$ cat src/rtl/fsr_pkg.sv
// Package: shared widths, the operating-mode encoding and the
// decoded command bundle used by every module of the register bank.
package fsr_pkg;
    localparam int ADDR_W = 8;
    localparam int DATA_W = 8;
    localparam int NUM_GROUPS = 3;

    typedef enum logic {
        MODE_NORMAL   = 1'b0,
        MODE_FAILSAFE = 1'b1
    } op_mode_t;

    // One-cycle commands decoded from writes to self-clearing bits.
    typedef struct packed {
        logic exit_fs;
        logic clr_all;
        logic clr_por;
        logic force_fs;
        logic force_err;
    } cmd_t;
endpackage

$ cat src/rtl/fsr_bus_decode.sv
// Module: fsr_bus_decode
// Decodes bus writes into one-cycle commands (the self-clearing bits never
// hold state), keeps the lock register and forms read data.
// Assumes one write per cycle and combinational read of bus_addr.
module fsr_bus_decode
    import fsr_pkg::*;
#(
    parameter logic [ADDR_W-1:0] CLR_ADDR  = 8'h91,
    parameter logic [ADDR_W-1:0] DBG_ADDR  = 8'h92,
    parameter logic [ADDR_W-1:0] LOCK_ADDR = 8'h93,
    parameter logic [NUM_GROUPS-1:0] LOCK_RST = 3'b011
) (
    input  logic                  clk,
    input  logic                  rst_n,
    input  logic                  bus_wr,
    input  logic [ADDR_W-1:0]     bus_addr,
    input  logic [DATA_W-1:0]     bus_wdata,
    output cmd_t                  cmd,
    output logic [NUM_GROUPS-1:0] lock_q,
    output logic [DATA_W-1:0]     bus_rdata
);
    localparam int PAD_W = DATA_W - NUM_GROUPS;

    logic wr_clr, wr_dbg, wr_lock;

    // Address match for the three registers of this bank.
    always_comb begin
        wr_clr  = bus_wr && (bus_addr == CLR_ADDR);
        wr_dbg  = bus_wr && (bus_addr == DBG_ADDR);
        wr_lock = bus_wr && (bus_addr == LOCK_ADDR);
    end

    // Self-clearing bits become single-cycle command pulses.
    always_comb begin
        cmd.exit_fs   = wr_clr && bus_wdata[2];
        cmd.clr_all   = wr_clr && bus_wdata[1];
        cmd.clr_por   = wr_clr && bus_wdata[0];
        cmd.force_fs  = wr_dbg && bus_wdata[1];
        cmd.force_err = wr_dbg && bus_wdata[0];
    end

    // Lock register: only the implemented low bits are stored.
    always_ff @(posedge clk) begin
        if (!rst_n) begin
            lock_q <= LOCK_RST;
        end else if (wr_lock) begin
            lock_q <= bus_wdata[NUM_GROUPS-1:0];
        end
    end

    // Read mux: only the lock register returns nonzero data.
    always_comb begin
        if (bus_addr == LOCK_ADDR) begin
            bus_rdata = {{PAD_W{1'b0}}, lock_q};
        end else begin
            bus_rdata = '0;
        end
    end

    assert_lock_write_R4: assert property (@(posedge clk) disable iff (!rst_n)
        wr_lock |=> (lock_q == $past(bus_wdata[NUM_GROUPS-1:0])));
    assert_lock_hold_R4: assert property (@(posedge clk) disable iff (!rst_n)
        !wr_lock |=> $stable(lock_q));
endmodule

$ cat src/rtl/fsr_mode_fsm.sv
// Module: fsr_mode_fsm
// Two-state operating mode. Resets into normal; force has priority over exit.
// Assumes commands are single-cycle pulses.
module fsr_mode_fsm
    import fsr_pkg::*;
(
    input  logic     clk,
    input  logic     rst_n,
    input  logic     force_fs,
    input  logic     exit_fs,
    output op_mode_t mode
);
    op_mode_t mode_nx;

    // Next mode: force wins over exit, otherwise hold.
    always_comb begin
        mode_nx = mode;
        if (force_fs) begin
            mode_nx = MODE_FAILSAFE;
        end else if (exit_fs) begin
            mode_nx = MODE_NORMAL;
        end
    end

    // Mode register.
    always_ff @(posedge clk) begin
        if (!rst_n) begin
            mode <= MODE_NORMAL;
        end else begin
            mode <= mode_nx;
        end
    end

    assert_force_enters_fs_R5: assert property (@(posedge clk) disable iff (!rst_n)
        force_fs |=> (mode == MODE_FAILSAFE));
    assert_exit_to_normal_R6: assert property (@(posedge clk) disable iff (!rst_n)
        (exit_fs && !force_fs) |=> (mode == MODE_NORMAL));
    assert_mode_hold_R6: assert property (@(posedge clk) disable iff (!rst_n)
        (!exit_fs && !force_fs) |=> $stable(mode));
endmodule

$ cat src/rtl/fsr_pulse_timer.sv
// Module: fsr_pulse_timer
// Holds 'active' high for PULSE_TICKS tick-enabled cycles after 'start'.
// A start while active reloads the full count. Assumes PULSE_TICKS >= 1.
module fsr_pulse_timer #(
    parameter int PULSE_TICKS = 50
) (
    input  logic clk,
    input  logic rst_n,
    input  logic start,
    input  logic tick,
    output logic active
);
    localparam int CNT_W = $clog2(PULSE_TICKS + 1);
    localparam logic [CNT_W-1:0] CNT_LOAD = CNT_W'(PULSE_TICKS);

    logic [CNT_W-1:0] cnt;

    // Down counter: load on start, step down on each tick while nonzero.
    always_ff @(posedge clk) begin
        if (!rst_n) begin
            cnt <= '0;
        end else if (start) begin
            cnt <= CNT_LOAD;
        end else if (tick && (cnt != '0)) begin
            cnt <= cnt - 1'b1;
        end
    end

    // Pulse is active while ticks remain.
    always_comb begin
        active = (cnt != '0);
    end

    assert_start_reloads_R9: assert property (@(posedge clk) disable iff (!rst_n)
        start |=> (cnt == CNT_LOAD));
    assert_tick_steps_R7: assert property (@(posedge clk) disable iff (!rst_n)
        (tick && !start && (cnt != '0)) |=> (cnt == $past(cnt) - 1'b1));
    assert_idle_holds_R7: assert property (@(posedge clk) disable iff (!rst_n)
        (!tick && !start) |=> $stable(cnt));
endmodule

$ cat src/rtl/fsr_fault_flags.sv
// Module: fsr_fault_flags
// Sticky fault flags: bit 0 power-on (set by reset), bit 1 injected error,
// upper bits external. A set request wins over a clear in the same cycle.
module fsr_fault_flags #(
    parameter int NUM_EXT = 2,
    localparam int NUM_FLAGS = NUM_EXT + 2
) (
    input  logic                 clk,
    input  logic                 rst_n,
    input  logic                 set_err,
    input  logic [NUM_EXT-1:0]   ext_set,
    input  logic                 clr_all,
    input  logic                 clr_por,
    output logic [NUM_FLAGS-1:0] flags
);
    logic               por_q;
    logic               err_q;
    logic [NUM_EXT-1:0] ext_q;

    // Power-on flag: set by reset, cleared by either clear command.
    always_ff @(posedge clk) begin
        if (!rst_n) begin
            por_q <= 1'b1;
        end else if (clr_por || clr_all) begin
            por_q <= 1'b0;
        end
    end

    // Error flag: set by an accepted injection, cleared by clear-all.
    always_ff @(posedge clk) begin
        if (!rst_n) begin
            err_q <= 1'b0;
        end else if (set_err) begin
            err_q <= 1'b1;
        end else if (clr_all) begin
            err_q <= 1'b0;
        end
    end

    // External flags, one per input bit, set dominant.
    for (genvar i = 0; i < NUM_EXT; i++) begin : g_ext
        always_ff @(posedge clk) begin
            if (!rst_n) begin
                ext_q[i] <= 1'b0;
            end else if (ext_set[i]) begin
                ext_q[i] <= 1'b1;
            end else if (clr_all) begin
                ext_q[i] <= 1'b0;
            end
        end
    end

    // Flag vector layout.
    always_comb begin
        flags = {ext_q, err_q, por_q};
    end

    assert_clr_por_R10: assert property (@(posedge clk) disable iff (!rst_n)
        clr_por |=> !por_q);
    assert_clr_por_keeps_err_R10: assert property (@(posedge clk) disable iff (!rst_n)
        (clr_por && !clr_all && !set_err) |=> (err_q == $past(err_q)));
    assert_clr_all_R11: assert property (@(posedge clk) disable iff (!rst_n)
        (clr_all && !set_err && (ext_set == '0)) |=> (flags == '0));
    assert_set_wins_R11: assert property (@(posedge clk) disable iff (!rst_n)
        set_err |=> err_q);
endmodule

$ cat src/rtl/fsr_write_gate.sv
// Module: fsr_write_gate
// One write enable per register group: bus write inside the group's address
// range and the group's lock bit clear. Ranges given as packed base/limit.
module fsr_write_gate
    import fsr_pkg::*;
#(
    parameter logic [NUM_GROUPS*ADDR_W-1:0] GROUP_BASE  = {8'h20, 8'h40, 8'h00},
    parameter logic [NUM_GROUPS*ADDR_W-1:0] GROUP_LIMIT = {8'h3F, 8'h5F, 8'h1F}
) (
    input  logic                  bus_wr,
    input  logic [ADDR_W-1:0]     bus_addr,
    input  logic [NUM_GROUPS-1:0] lock,
    output logic [NUM_GROUPS-1:0] wr_en
);
    for (genvar g = 0; g < NUM_GROUPS; g++) begin : g_grp
        localparam logic [ADDR_W-1:0] BASE = GROUP_BASE[g*ADDR_W +: ADDR_W];
        localparam logic [ADDR_W-1:0] SPAN = GROUP_LIMIT[g*ADDR_W +: ADDR_W] - BASE;
        logic [ADDR_W-1:0] offs;

        // Range test by wrapped offset, which avoids a compare against zero.
        always_comb begin
            offs     = bus_addr - BASE;
            wr_en[g] = bus_wr && !lock[g] && (offs <= SPAN);
        end
    end
endmodule

$ cat src/rtl/fsr_top.sv
// Module: fsr_top
// Command, debug and lock register bank with a normal/fail-safe mode,
// fault flags, a timed active-low error pulse and per-group write gating.
// Assumes tick is a single-cycle enable of the slow time base.
module fsr_top
    import fsr_pkg::*;
#(
    parameter int NUM_EXT_FAULTS = 2,
    parameter int PULSE_TICKS    = 50
) (
    input  logic                        clk,
    input  logic                        rst_n,
    input  logic                        bus_wr,
    input  logic [7:0]                  bus_addr,
    input  logic [7:0]                  bus_wdata,
    output logic [7:0]                  bus_rdata,
    input  logic                        tick,
    input  logic [NUM_EXT_FAULTS-1:0]   ext_fault,
    output logic [NUM_EXT_FAULTS+1:0]   fault_flags,
    output logic                        failsafe,
    output logic                        err_n,
    output logic                        iout_wr_en,
    output logic                        conf_wr_en,
    output logic                        brt_wr_en
);
    cmd_t                  cmd;
    logic [NUM_GROUPS-1:0] lock_q;
    logic [NUM_GROUPS-1:0] grp_wr_en;
    op_mode_t              mode;
    logic                  err_start;
    logic                  pulse_active;

    fsr_bus_decode u_decode (
        .clk       (clk),
        .rst_n     (rst_n),
        .bus_wr    (bus_wr),
        .bus_addr  (bus_addr),
        .bus_wdata (bus_wdata),
        .cmd       (cmd),
        .lock_q    (lock_q),
        .bus_rdata (bus_rdata)
    );

    fsr_mode_fsm u_mode (
        .clk      (clk),
        .rst_n    (rst_n),
        .force_fs (cmd.force_fs),
        .exit_fs  (cmd.exit_fs),
        .mode     (mode)
    );

    // Injection is honoured only in normal mode.
    always_comb begin
        err_start = cmd.force_err && (mode == MODE_NORMAL);
    end

    fsr_pulse_timer #(.PULSE_TICKS(PULSE_TICKS)) u_pulse (
        .clk    (clk),
        .rst_n  (rst_n),
        .start  (err_start),
        .tick   (tick),
        .active (pulse_active)
    );

    fsr_fault_flags #(.NUM_EXT(NUM_EXT_FAULTS)) u_flags (
        .clk     (clk),
        .rst_n   (rst_n),
        .set_err (err_start),
        .ext_set (ext_fault),
        .clr_all (cmd.clr_all),
        .clr_por (cmd.clr_por),
        .flags   (fault_flags)
    );

    fsr_write_gate u_gate (
        .bus_wr   (bus_wr),
        .bus_addr (bus_addr),
        .lock     (lock_q),
        .wr_en    (grp_wr_en)
    );

    // Output mapping: group 0 output current, 1 configuration, 2 brightness.
    always_comb begin
        iout_wr_en = grp_wr_en[0];
        conf_wr_en = grp_wr_en[1];
        brt_wr_en  = grp_wr_en[2];
        failsafe   = (mode == MODE_FAILSAFE);
        err_n      = !pulse_active;
    end

    assert_fs_blocks_error_R8: assert property (@(posedge clk) disable iff (!rst_n)
        (failsafe && err_n && !cmd.force_err) |=> err_n);
    assert_fs_no_start_R8: assert property (@(posedge clk) disable iff (!rst_n)
        (failsafe && cmd.force_err && err_n && !fault_flags[1]) |=> (err_n && !fault_flags[1]));
    assert_inject_pulls_low_R7: assert property (@(posedge clk) disable iff (!rst_n)
        (!failsafe && cmd.force_err) |=> (!err_n && fault_flags[1]));
    assert_gate_onehot_R3: assert property (@(posedge clk) disable iff (!rst_n)
        $onehot0({iout_wr_en, conf_wr_en, brt_wr_en}));
endmodule

$ cat config.mk
export PLATFORM = sky130hd
export DESIGN_NAME = fsr_top
export DESIGN_NICKNAME = d
export VERILOG_FILES = /design/src/rtl/fsr_pkg.sv /design/src/rtl/fsr_bus_decode.sv /design/src/rtl/fsr_mode_fsm.sv /design/src/rtl/fsr_pulse_timer.sv /design/src/rtl/fsr_fault_flags.sv /design/src/rtl/fsr_write_gate.sv /design/src/rtl/fsr_top.sv
export SDC_FILE = /design/constraint.sdc
export NUM_CORES = 1
export LEC_CHECK = 0
export BUFFER_PORTS_ARGS = -buffer_cell sky130_fd_sc_hd__buf_2
export CAP_MARGIN = 20
export CORE_ASPECT_RATIO = 1.1
export CORE_UTILIZATION = 48
export DETAILED_ROUTE_END_ITERATION = 6
export GPL_TIMING_DRIVEN = 0
export PLACE_DENSITY = 0.85
export SETUP_SLACK_MARGIN = 0.15
export SYNTH_ARGS = -nofsm -noshare
export SYNTH_HDL_FRONTEND = slang
export SYNTH_SLANG_ARGS = --single-unit
$ cat constraint.sdc
create_clock -name clk -period 3.44 [get_ports clk]
set_clock_uncertainty 0.15 [all_clocks]
set_input_delay 0.688 -clock clk [delete_from_list [all_inputs] [get_ports clk]]
set_output_delay 0.688 -clock clk [all_outputs]
set_load 0.05 [all_outputs]
==> flow_summary.toml <==
[power]
peakVddDrop_mv = 0.374
power_w = 0.000668
power_density_nw_per_um2 = 648
power_leakage_nw = 0.525

[cells_and_area]
design_area_um2 = 1030
area_delta_synth_final_pct = 26.2
layout_commonest_cell = "buf_2"
n_antenna_cell = 0
final_cell_mix = "buf_2, dfxtp_1, nand2_1"
nNetsFinal = 154
final_layout_size_suffix_gt1_share_pct = 35.9

[route]
vias_per_cell = 5.18
dr.first_iter.drc_count = 9
vias = 751
drc = 0
wirelength_um = 1630
drt_pass1_iterations = 4
wl_per_cell_um = 11.2
antenna_left = 0

[die]
start_util_pct = 51.8
num_rows = 15
die_width_um = 41.3
io_pins = 39
dieArea_um2 = 1870
core_um2 = 1580
die_y_um = 45.3

[synth]
synth_top_cell_by_area = "dfxtp_1"
syn_area_um2 = 817
yosysWarnings = 0
synth_top_cell_area_share_pct = 34.3
ys_ff_latch = 14
synth.avg_cell_area_um2 = 8.79
ys_top_cells_by_area = "dfxtp_1, buf_4, mux2i_1"
seq_area_frac_synth_pct = 34.3
yosysUniqueCellTypes = 37
netlist_instances = 93

[global_routing]
grt_max_degree = 11
grt_pass1_vias = 709
grt_overflow = 0
antenna_found_initial = 0
grt_pass1_wl_um = 2730
grt_usage_pct = 21.6

[sta]
whs_ns = 0.334
fin_crit_ns = 2.59
final_max_slew_viol_count = 0
fin_crit_sh_pct = 75.4
timing.fmax_mhz = 385
layout_setup_ws_ns = 0.846
setup_viol = 0
hold_viol = 0
setup_tns_ns = 0
rsz0062_at_grt = "no"

[clocking]
cts.path.max_buffers = 2
cts-root-buf = "clkbuf_4"
holdBufCountCts = 0
worstSkewPairLatency_ns = 0.28
cts.sinks = 14
cts_tree = "built"
cts-resized-gates = 0
numCtsBuffers = 3
htree_levels = 1
path_clk_slew_ns = 0.08
post-cts-setup-buffer-count = 0

[worst_setup_path]
rr_worst_depth = 6
worstPathArrival_ns = 1.76
worst_setup_path_start_kind = "input pin"
path_class = "input pin to output pin"
cp.required_ns = 2.60
cp_max_fo = 4
cp-end-kind = "output pin"

[outcome]
outcome = "completed"

[place]
finalWeightedCongestion = 0.793
dpl_cell_area_um2 = 995
port_buffers = 27
dp_slack_ns = 0.837
post-dp-hpwl_um = 1350

[min_path]
hold_path.class = "register to register"
worstHoldPathCells = 1

[run]
cap_violations = 0
[metal layers]
metal	track usage [%]	up-vias	share of wire, %
li1	-	388	-
met4	13.5	0	1.5
met3	2.46	4	4.0
met2	35.9	20	54
met5	0	-	0
met1	25.3	339	41
[cell families (layout without fill, tap and decap cells)]
family / count (synthesis) / after routing / synth area share, %
flip-flops: 14 / 14 / 34.3
adder cells (fa/ha/maj): 3 / 3 / 4.59
other: 1 / 5 / 0.459
multiplexers: 5 / 5 / 6.28
XOR/XNOR: 2 / 2 / 2.14
AND/OR/NAND/NOR: 37 / 37 / 26.8
AO/OA/AOI/OAI: 16 / 16 / 15.3
buffers and inverters: 15 / 46 / 10.1
[worst paths after layout]
kind	startpoint	end	slack, ns
worst min register to register	u_flags.flags[2]$_SDFFE_PN0P_	u_flags.flags[2]$_SDFFE_PN0P_	0.33
worst max register to register	u_pulse.cnt[0]$_SDFFE_PP0P_	u_pulse.cnt[1]$_SDFFE_PN0P_	1.71
worst max-delay path	bus_addr[6]	bus_rdata[1]	0.85
worst min-delay path	u_flags.flags[2]$_SDFFE_PN0P_	u_flags.flags[2]$_SDFFE_PN0P_	0.33
[state kept, by name (all words and copies together), names as in the netlist]
register	flops
u_mode.mode	1
u_decode.lock_q	3
u_pulse.cnt	6
u_flags.por_q	1
u_flags.err_q	1
u_flags.flags	2
[critical path, stage by stage]
cell	delay, ns
buf_2	0.13
nor4b_4	0.34
and3_1	0.22
and2_1	0.13
buf_2	0.25
[cell type report]
class	count	area [µm²]
plain buffers	8	56.3
clock buffers	4	36.3
fillers	126	546
inverters	7	26.3
multi-input cells	68	475
flip-flops and latches	14	280
well taps	17	21.3
repair buffers	27	135
[per-stage QoR]
stage | cells | util [%]
floorplan | 97 | -
global placement | 141 | 63.1
detailed placement | 141 | 63.1
CTS | 145 | 65.4
global route | 145 | 65.4
finish | 145 | 65.4
[synth_stat cells]
| cell type | instances |
|---|---|
| a21bo_2 | 1 |
| nor4_1 | 1 |
| mux2i_1 | 4 |
| a41oi_2 | 1 |
| dfxtp_1 | 14 |
| and2_1 | 4 |
| inv_1 | 7 |
| xor2_1 | 1 |
| xnor2_1 | 1 |
| nand4_1 | 3 |
| nor3_1 | 4 |
| ha_1 | 3 |
| or4b_1 | 1 |
| and2_2 | 1 |
| mux2_2 | 1 |
| a41o_1 | 1 |
| a211oi_1 | 1 |
| a21oi_1 | 4 |
| a21o_1 | 1 |
| nand3_1 | 2 |
| o211ai_1 | 1 |
| nor2_1 | 5 |
| a31oi_1 | 1 |
| clkbuf_1 | 1 |
| nor2b_1 | 3 |
| nor4b_4 | 1 |
| and3_1 | 1 |
| nor4bb_1 | 1 |
| o2bb2ai_1 | 1 |
| or3_1 | 1 |
| buf_4 | 7 |
| and3_2 | 1 |
| a22o_1 | 2 |
| nand2_1 | 8 |
| o21ai_0 | 1 |
| a21oi_2 | 1 |
| conb_1 | 1 |
[report_power, final]
part / internal, W / switching (W)
sequential: 0.000195 / 0.0000235
combinational: 0.000130 / 0.000201
clock: 0.0000644 / 0.0000539
total: 0.000389 / 0.000279
No activity file was read; power rests on OpenSTA's default activity.
